===== src/rtl/srb_pkg.sv =====
package srb_pkg;
  localparam int OPW = 2;

  typedef enum logic [OPW-1:0] {
    OP_NOP = 2'b00,
    OP_RD  = 2'b01,
    OP_WR  = 2'b10,
    OP_CLR = 2'b11
  } srb_op_e;
endpackage


===== src/rtl/srb_dpram.sv =====
module srb_dpram #(
  parameter int AW = 8,
  parameter int DW = 12
) (
  input  logic          clk,
  input  logic          we,
  input  logic [AW-1:0] waddr,
  input  logic [DW-1:0] wdata,
  input  logic [AW-1:0] raddr,
  output logic [DW-1:0] q
);
  localparam int DEPTH = 1 << AW;

  logic [DW-1:0] mem [DEPTH];

  // Registered read, separate write port: maps onto a block RAM.
  always_ff @(posedge clk) begin
    if (we) mem[waddr] <= wdata;
    q <= mem[raddr];
  end
endmodule


===== src/rtl/srb_master.sv =====
module srb_master
  import srb_pkg::*;
#(
  parameter int AW = 8,
  parameter int DW = 12
) (
  input  logic           clk,
  input  logic           rst,
  input  logic [OPW-1:0] req_op,
  input  logic [AW-1:0]  req_addr,
  input  logic [DW-1:0]  req_wdata,
  input  logic           sl_sweep,
  output logic           m2s_vld,
  output logic           m2s_bit,
  input  logic           s2m_vld,
  input  logic           s2m_bit,
  output logic           busy,
  output logic           done,
  output logic [DW-1:0]  rdata
);
  localparam int FW  = AW + OPW + DW;
  localparam int CW  = $clog2(FW + 1);
  localparam int RCW = $clog2(DW);
  localparam logic [CW-1:0]  LEN_WR   = CW'(FW);
  localparam logic [CW-1:0]  LEN_SH   = CW'(AW + OPW);
  localparam logic [RCW-1:0] RX_LAST  = RCW'(DW - 1);

  typedef enum logic [1:0] {M_IDLE, M_SEND, M_RX, M_CLR} mst_e;

  mst_e          state;
  logic [FW-1:0] tx_sr;
  logic [CW-1:0] left;
  srb_op_e       op_q;
  logic [DW-1:0] rx_sr;
  logic [RCW-1:0] rx_cnt;

  assign m2s_bit = tx_sr[FW-1];

  always_ff @(posedge clk) begin
    if (rst) begin
      state   <= M_IDLE;
      tx_sr   <= '0;
      left    <= '0;
      op_q    <= OP_NOP;
      rx_sr   <= '0;
      rx_cnt  <= '0;
      m2s_vld <= 1'b0;
      busy    <= 1'b0;
      done    <= 1'b0;
      rdata   <= '0;
    end else begin
      done <= 1'b0;
      unique case (state)
        M_IDLE: begin
          if (req_op != OP_NOP) begin
            tx_sr   <= {req_addr, req_op, (req_op == OP_WR) ? req_wdata : {DW{1'b0}}};
            left    <= (req_op == OP_WR) ? LEN_WR : LEN_SH;
            op_q    <= srb_op_e'(req_op);
            m2s_vld <= 1'b1;
            busy    <= 1'b1;
            state   <= M_SEND;
          end
        end
        M_SEND: begin
          tx_sr <= tx_sr << 1;
          left  <= left - 1'b1;
          if (left == CW'(1)) begin
            m2s_vld <= 1'b0;
            unique case (op_q)
              OP_WR: begin
                busy  <= 1'b0;
                state <= M_IDLE;
              end
              OP_RD: begin
                rx_cnt <= '0;
                state  <= M_RX;
              end
              default: state <= M_CLR;
            endcase
          end
        end
        M_RX: begin
          if (s2m_vld) begin
            if (rx_cnt == RX_LAST) begin
              rdata <= {rx_sr[DW-2:0], s2m_bit};
              done  <= 1'b1;
              busy  <= 1'b0;
              state <= M_IDLE;
            end else begin
              rx_sr  <= {rx_sr[DW-2:0], s2m_bit};
              rx_cnt <= rx_cnt + 1'b1;
            end
          end
        end
        M_CLR: begin
          if (!sl_sweep) begin
            busy  <= 1'b0;
            state <= M_IDLE;
          end
        end
        default: state <= M_IDLE;
      endcase
    end
  end
endmodule


===== src/rtl/srb_slave.sv =====
module srb_slave
  import srb_pkg::*;
#(
  parameter int AW = 8,
  parameter int DW = 12
) (
  input  logic          clk,
  input  logic          rst,
  input  logic          m2s_vld,
  input  logic          m2s_bit,
  output logic          s2m_vld,
  output logic          s2m_bit,
  output logic          sweep,
  output logic          ram_we,
  output logic [AW-1:0] ram_waddr,
  output logic [DW-1:0] ram_wdata,
  output logic [AW-1:0] ram_raddr,
  input  logic [DW-1:0] ram_q
);
  localparam int FW  = AW + OPW + DW;
  localparam int CW  = $clog2(FW + 1);
  localparam int TCW = $clog2(DW);
  localparam logic [CW-1:0]  HDR_LAST = CW'(AW + OPW - 1);
  localparam logic [CW-1:0]  FRM_LAST = CW'(FW - 1);
  localparam logic [TCW-1:0] TX_LAST  = TCW'(DW - 1);

  typedef enum logic [2:0] {S_RECV, S_RD1, S_RD2, S_TX, S_SWEEP} slv_e;

  slv_e           state;
  logic [FW-1:0]  rx_sr;
  logic [CW-1:0]  rx_cnt;
  logic [DW-1:0]  tx_sr;
  logic [TCW-1:0] tx_cnt;
  logic [AW-1:0]  sw_cnt;
  logic           wr_pend;
  logic [AW-1:0]  wa;
  logic [DW-1:0]  wd;
  logic [AW-1:0]  ra;
  srb_op_e        hdr_op;

  // Command as it completes: previous bit plus the one on the line now.
  assign hdr_op  = srb_op_e'({rx_sr[0], m2s_bit});
  assign s2m_bit = tx_sr[DW-1];

  assign ram_we    = wr_pend | sweep;
  assign ram_waddr = sweep ? sw_cnt : wa;
  assign ram_wdata = sweep ? {DW{1'b0}} : wd;
  assign ram_raddr = ra;

  always_ff @(posedge clk) begin
    if (rst) begin
      state   <= S_RECV;
      rx_sr   <= '0;
      rx_cnt  <= '0;
      tx_sr   <= '0;
      tx_cnt  <= '0;
      sw_cnt  <= '0;
      wr_pend <= 1'b0;
      wa      <= '0;
      wd      <= '0;
      ra      <= '0;
      sweep   <= 1'b0;
      s2m_vld <= 1'b0;
    end else begin
      wr_pend <= 1'b0;
      unique case (state)
        S_RECV: begin
          if (m2s_vld) begin
            rx_sr  <= {rx_sr[FW-2:0], m2s_bit};
            rx_cnt <= rx_cnt + 1'b1;
            if (rx_cnt == HDR_LAST) begin
              if (hdr_op == OP_RD) begin
                ra     <= rx_sr[AW:1];
                rx_cnt <= '0;
                state  <= S_RD1;
              end else if (hdr_op == OP_CLR) begin
                sw_cnt <= '0;
                sweep  <= 1'b1;
                rx_cnt <= '0;
                state  <= S_SWEEP;
              end
            end
            if (rx_cnt == FRM_LAST) begin
              wa      <= rx_sr[FW-2 -: AW];
              wd      <= {rx_sr[DW-2:0], m2s_bit};
              wr_pend <= 1'b1;
              rx_cnt  <= '0;
            end
          end
        end
        S_RD1: state <= S_RD2;
        S_RD2: begin
          tx_sr   <= ram_q;
          tx_cnt  <= '0;
          s2m_vld <= 1'b1;
          state   <= S_TX;
        end
        S_TX: begin
          tx_sr  <= tx_sr << 1;
          tx_cnt <= tx_cnt + 1'b1;
          if (tx_cnt == TX_LAST) begin
            s2m_vld <= 1'b0;
            state   <= S_RECV;
          end
        end
        S_SWEEP: begin
          sw_cnt <= sw_cnt + 1'b1;
          if (sw_cnt == {AW{1'b1}}) begin
            sweep <= 1'b0;
            state <= S_RECV;
          end
        end
        default: state <= S_RECV;
      endcase
    end
  end
endmodule


===== src/rtl/srb_bridge.sv =====
module srb_bridge
  import srb_pkg::*;
#(
  parameter int AW = 8,
  parameter int DW = 12
) (
  input  logic           clk,
  input  logic           rst,
  input  logic [OPW-1:0] req_op,
  input  logic [AW-1:0]  req_addr,
  input  logic [DW-1:0]  req_wdata,
  output logic           busy,
  output logic           done,
  output logic [DW-1:0]  rdata,
  output logic           sweep_busy
);
  logic          m2s_vld;
  logic          m2s_bit;
  logic          s2m_vld;
  logic          s2m_bit;
  logic          sweep;
  logic          ram_we;
  logic [AW-1:0] ram_waddr;
  logic [DW-1:0] ram_wdata;
  logic [AW-1:0] ram_raddr;
  logic [DW-1:0] ram_q;

  assign sweep_busy = sweep;

  srb_master #(.AW(AW), .DW(DW)) u_master (
    .clk      (clk),
    .rst      (rst),
    .req_op   (req_op),
    .req_addr (req_addr),
    .req_wdata(req_wdata),
    .sl_sweep (sweep),
    .m2s_vld  (m2s_vld),
    .m2s_bit  (m2s_bit),
    .s2m_vld  (s2m_vld),
    .s2m_bit  (s2m_bit),
    .busy     (busy),
    .done     (done),
    .rdata    (rdata)
  );

  srb_slave #(.AW(AW), .DW(DW)) u_slave (
    .clk      (clk),
    .rst      (rst),
    .m2s_vld  (m2s_vld),
    .m2s_bit  (m2s_bit),
    .s2m_vld  (s2m_vld),
    .s2m_bit  (s2m_bit),
    .sweep    (sweep),
    .ram_we   (ram_we),
    .ram_waddr(ram_waddr),
    .ram_wdata(ram_wdata),
    .ram_raddr(ram_raddr),
    .ram_q    (ram_q)
  );

  srb_dpram #(.AW(AW), .DW(DW)) u_ram (
    .clk  (clk),
    .we   (ram_we),
    .waddr(ram_waddr),
    .wdata(ram_wdata),
    .raddr(ram_raddr),
    .q    (ram_q)
  );
endmodule


===== config.mk =====
export PLATFORM = sky130hd
export DESIGN_NAME = srb_bridge
export DESIGN_NICKNAME = d
export VERILOG_FILES = /design/src/rtl/srb_pkg.sv /design/src/rtl/srb_dpram.sv /design/src/rtl/srb_master.sv /design/src/rtl/srb_slave.sv /design/src/rtl/srb_bridge.sv
export SDC_FILE = /design/constraint.sdc
export NUM_CORES = 2
export LEC_CHECK = 0
export BUFFER_PORTS_ARGS = -buffer_cell sky130_fd_sc_hd__buf_2
export CAP_MARGIN = 25
export CORE_ASPECT_RATIO = 0.6
export CORE_MARGIN = 4
export CORE_UTILIZATION = 39
export CTS_CLUSTER_SIZE = 30
export DETAILED_ROUTE_END_ITERATION = 7
export PLACE_DENSITY = 0.58
export SYNTH_ARGS = -nofsm -noshare
export SYNTH_HDL_FRONTEND = slang
export SYNTH_SLANG_ARGS = --single-unit

===== constraint.sdc =====
create_clock -name clk -period 27.3 [get_ports clk]
set_clock_uncertainty 0.15 [all_clocks]
set_input_delay 8.19 -clock clk [delete_from_list [all_inputs] [get_ports clk]]
set_output_delay 8.19 -clock clk [all_outputs]
set_load 0.01 [all_outputs]

== Word level (Yosys, flattened, before mapping) ==
Memory sizes are Yosys's and may differ from the RTL's. A register that Yosys moved wholly into a read port is not among the register bits.
Index checks and enable logic that the tools add are counted.
Word-level totals
  flip-flop bits (word level): 145
  word-level logic and storage cells: 150
  memories kept: 1
  output and inout port bits: 15
  memory bits (writable): 3072
  input bits: 24
Operators by class
  reduce and logical (&&, ||, !) cells: 24
  multiplexer cells: 59
  equal/unequal tests: 33
  $add $sub $neg: 5
  bitwise logic cells: 6
Memory list
  u_ram.mem: words 256, bits a word 12, read ports 1, clocked after Yosys merged registers in 1, wr ports 1, line srb_dpram.sv:14  | logic [DW-1:0] mem [DEPTH];
Operators by type and width (number)
  case mux 22 bit (2 select lines): 1
  two-way mux 8 bit: 5
  two-way mux 5 bit: 6
  two-way mux 12 bit: 2
  case mux 12 bit (2 select lines): 1
  two-way mux 22 bit: 1
  != test 2 x 1 -> 1 bit (second input constant): 10
  AND reduction 5 bit: 4
  two-way mux 3 bit: 6
  two-way mux 1 bit: 17
  two-way mux 4 bit: 4
  case mux 4 bit (2 select lines): 2
  case mux 8 bit (2 select lines): 1
  case mux 3 bit (5 select lines): 1
  AND reduction 3 bit: 4
  AND reduction 6 bit: 2
  equality test 2 bit (second input constant): 5
  two-way mux 2 bit: 5
  case mux 5 bit (2 select lines): 1
  nonzero test 2 bit: 5
  adder 4 x 1 -> 4 bit (second input constant): 2
  adder 8 x 1 -> 8 bit (second input constant): 1
  equality test 4 bit (second input constant): 2
  equality test 8 bit (second input constant): 1
  other kinds (22): 38

== Depth between registers and ports, before layout ==
  depth in word-level cells: 6
  gate-level depth with buffers: 11
  mapped depth without buffers: 8

== Modules after synthesis ==
A second synthesis with hierarchy kept.
Second synthesis, totals
  cells, all modules: 6246
  area total of the unflattened synthesis: 124893.5 um^2
By module, submodules not included
  srb_dpram: cells an instance 5506, instances 1, area an instance 118632.5 um^2
  srb_slave: cells an instance 413, instances 1, area an instance 3512.1 um^2
  srb_master: cells an instance 327, instances 1, area an instance 2748.9 um^2

== Worst setup path before layout ==
Ideal clock, no wire load.
  kind: input-to-reg
  start point: input req_op[1]
  end point: register u_master.tx_sr[14]
  data required time: 27.064 ns
  slack: 17.769 ns
  library setup time: 0.086 ns
  cell stages on the path: 6
  data arrival time: 9.296 ns
  path through: nor2_1 nand2_1 a21boi_1 clkbuf_1 nor2_1 a211oi_1
Between the ends
  word-level cells in the longest chain between the ends: 3
Ends and longest elaborated chain
  start: declaration: line srb_bridge.sv:9  | input logic [OPW-1:0] req_op,
  nonzero test 2 bit: line srb_master.sv:55  | if (req_op != OP_NOP) begin
  != test 2 x 1 -> 1 bit (no source line)
  AND reduction 2 bit (no source line)
  end signal: assignment: line srb_master.sv:56  | tx_sr <= {req_addr, req_op, (req_op == OP_WR) ? req_wdata : {DW{1'b0}}};
  end signal: assignment: line srb_master.sv:65  | tx_sr <= tx_sr << 1;
  end: declaration: line srb_master.sv:31  | logic [FW-1:0] tx_sr;
No other way between the ends.
A chain may end at the register's enable or synchronous reset.

== Worst setup path after layout ==
  start point: register u_slave.sweep
  end point: output sweep_busy
RTL lines
  start: declaration: line srb_slave.sv:13  | output logic sweep,
  start signal: assignment: line srb_slave.sv:62  | sweep <= 1'b0;
  start signal: assignment: line srb_slave.sv:78  | sweep <= 1'b1;
  start signal: assignment: line srb_slave.sv:109  | sweep <= 1'b0;
  end: declaration: line srb_bridge.sv:15  | output logic sweep_busy
No word-level cell between the ends.

==> impl_metrics.yaml <==
logic_synthesis:
  syn_nets: 6271
  synth_top_cell_by_area: "edfxtp_1"
  yosysTopAreaCellShare_pct: 74.0
  synth-seq-area-share_pct: 76.5
  synthArstFlopShare_pct: 0
  mappedNetlistArea_um2: 125000
  synth_common_cells: "edfxtp_1, mux4_2, nor2_1"
  ys_ff_latch: 3229
  ys.flop_type: "edfxtp_1"
  netlist-cell-type-count: 74
  synth.most_common_cell: "edfxtp_1"
  syn_area_per_cell_um2: 20.0
  yosysWarnings: 0
  syn_inst: 6234
  synth_enable_flop_cells: 3072
  synthTopCellsByArea: "edfxtp_1, mux4_2, dfxtp_1"
setup_path:
  cp_max_fo: 2
  crit_chain: "buf_2"
  critPathRequiredTime_ns: 18.96
  crit_family: "flip-flops"
  cpPeakStageDelay_ns: 0.35
  cp-start-kind: "flop"
  endpoint_kind: "output port"
  r2r_slack_ns: 20.99
  cpMaxStageDelayCell: "dfxtp_2"
  crit_type: "flop to output port"
  critPathBufInv: 1
  cp.arrival_ns: 1.33
global_route:
  antenna_found_initial: 12
  grt_pass1_wl_mm: 466
  grt_usage_pct: 19.6
  overflow: 0
  grt_pass1_vias: 61300
  grt_max_degree: 221
die:
  num_rows: 160
  core_area_um2: 318000
  fp.dieH_um: 446
  start_util_pct: 39.3
  die-area_um2: 329000
  die_w_um: 738
  io_pins: 39
placement:
  place_hpwl_mm: 197
  place_area_um2: 131000
  io_buffers: 38
  gp_congestion: 0.845
sta:
  fmax_mhz: 103
  hold_violations: 0
  final.setup.tns_ns: 0
  finalSetupViolCount: 0
  tightest_slew_ns: 1.50
  rsz0062_at_grt: "false"
  slew_headroom_pct: -0.0999
  min_period_ns: 9.67
  slew_violations: 8
  min_period_over_period_pct: 35.4
layout:
  area_growth_syn_to_layout_pct: 12.4
  drive_above_1_share_pct: 23.6
  nets: 6607
  design_area_um2: 140000
clock_tree:
  cts_buffer_depth: 4
  cts_root_buffer: "clkbuf_16"
  post_cts_buffers: 0
  clk_pin_slew_worst_paths_ns: 0.07
  clock-sinks: 3229
  cts_tree: "done"
  cts_max_level: 5
  cts_buffers: 286
  clkLatencyLatePin_ns: 0.87
  cts-resized-gates: 0
  cts_hold_buffers: 0
power_and_ir_drop:
  peakVddDrop_uv: 47.6
  leakage_nw: 41.0
  p_per_area_nw_per_um2: 67.6
drt:
  wl_per_cell_um: 29.8
  drt-initial-drc-count: 8515
  post-route-drc-count: 0
  detail-route-antenna-nets: 0
  firstDrtPassIters: 7
  vias_per_cell: 5.81
  finalWirelength_mm: 328
  vias: 63900
flow_run:
  maxCapViolCount: 0
status:
  failed_checks: "max-slew violations"
  status: "complete, but fails checks"
hold_path:
  hold_path_class: "flop to flop"
## where the power goes
part / switching, mW / total [mW] / internal, mW
Sequential: 0.0236 / 5.39 / 5.36
Combinational: 0.125 / 0.188 / 0.0632
Clock: 1.78 / 3.89 / 2.11
## placed cells by master, fill, tap and decap left out, types with 31 or more instances in the layout
| cell | netlist | final |
|---|---|---|
| nor2_1 | 360 | 334 |
| o22ai_1 | 58 | 58 |
| mux4_2 | 659 | 659 |
| edfxtp_1 | 3072 | 3072 |
| a211oi_1 | 67 | 67 |
| o221ai_1 | 37 | 37 |
| a21oi_1 | 241 | 241 |
| a22oi_1 | 279 | 279 |
| mux2i_1 | 213 | 213 |
| buf_2 | 88 | 50 |
| nand2_1 | 266 | 265 |
| clkbuf_16 | 0 | 295 |
| dfxtp_1 | 157 | 151 |
| nor3_1 | 39 | 34 |
| nand3_1 | 33 | 31 |
| buf_4 | 33 | 345 |
| clkinv_2 | 0 | 43 |
| clkinv_1 | 1 | 48 |
| clkbuf_1 | 177 | 72 |
## metal layers
metal	part of all wire [%]	track usage, %
met1	45	30.9
met2	43	27.5
met3	10	4.58
met4	2.0	3.97
met5	0.0040	0
## per-stage QoR
| stage | worst slack (ns) | utilization, % | cells | hold WS (ns) | power, mW |
|---|---|---|---|---|---|
| 6_report | 17.63 | 44.1 | 11000 | 0.301 | 9.47 |
| 5_1_grt | 17.58 | 44.1 | 11000 | 0.324 | 9.77 |
| 4_1_cts | 17.57 | 44.1 | 11000 | 0.303 | 9.53 |
| 3_5_place_dp | 17.15 | 41.3 | 10500 | 0.294 | 5.68 |
| 3_3_place_gp | 17.22 | 41.2 | 10400 | 0.290 | 5.67 |
| 2_1_floorplan | 17.77 | - | 6234 | 0.282 | 5.61 |
## kinds of logic after synthesis
family	after synthesis	synth area share (%)
AO/OA/AOI/OAI	824	4.54
XOR/XNOR	12	0.0843
adder cells (fa/ha/maj)	13	0.130
buffers and inverters	407	1.94
flip-flops	3229	76.5
multiplexers	885	13.7
AND/OR/NAND/NOR	864	3.06
## registers in the layout (all words and copies together), names as in the netlist, 4 cells and up
signal,flops
u_ram.mem,3072
u_master.tx_sr,22
u_slave.rx_sr,21
u_master.rdata,12
u_ram.q,12
u_slave.tx_sr,12
u_slave.wd,12
u_master.rx_sr,11
u_slave.ram_raddr,8
u_slave.sw_cnt,8
u_slave.wa,8
u_master.left,5
u_slave.rx_cnt,5
u_master.rx_cnt,4
u_slave.tx_cnt,4
## path summary, 6_finish.rpt
check	from	to	depth (start not counted)
worst max-delay path	u_slave.sweep	sweep_busy	1
worst min-delay path	u_slave.rx_sr[12]	u_slave.rx_sr[13]	2
worst max register to register	u_slave.ram_raddr[0]	u_ram.q[4]	9
worst min register to register	u_slave.rx_sr[12]	u_slave.rx_sr[13]	2
## layout make-up
cell class,count,area [um^2]
antenna,10,25.0
clock buffer,376,7760
clock inverter,121,941
fill,26900,177000
inverter,24,90.1
multi-input combinational,2598,27200
sequential,3229,95400
tap,4212,5270
timing repair buffer,431,3400
Power figures use the tool's default switching activity.
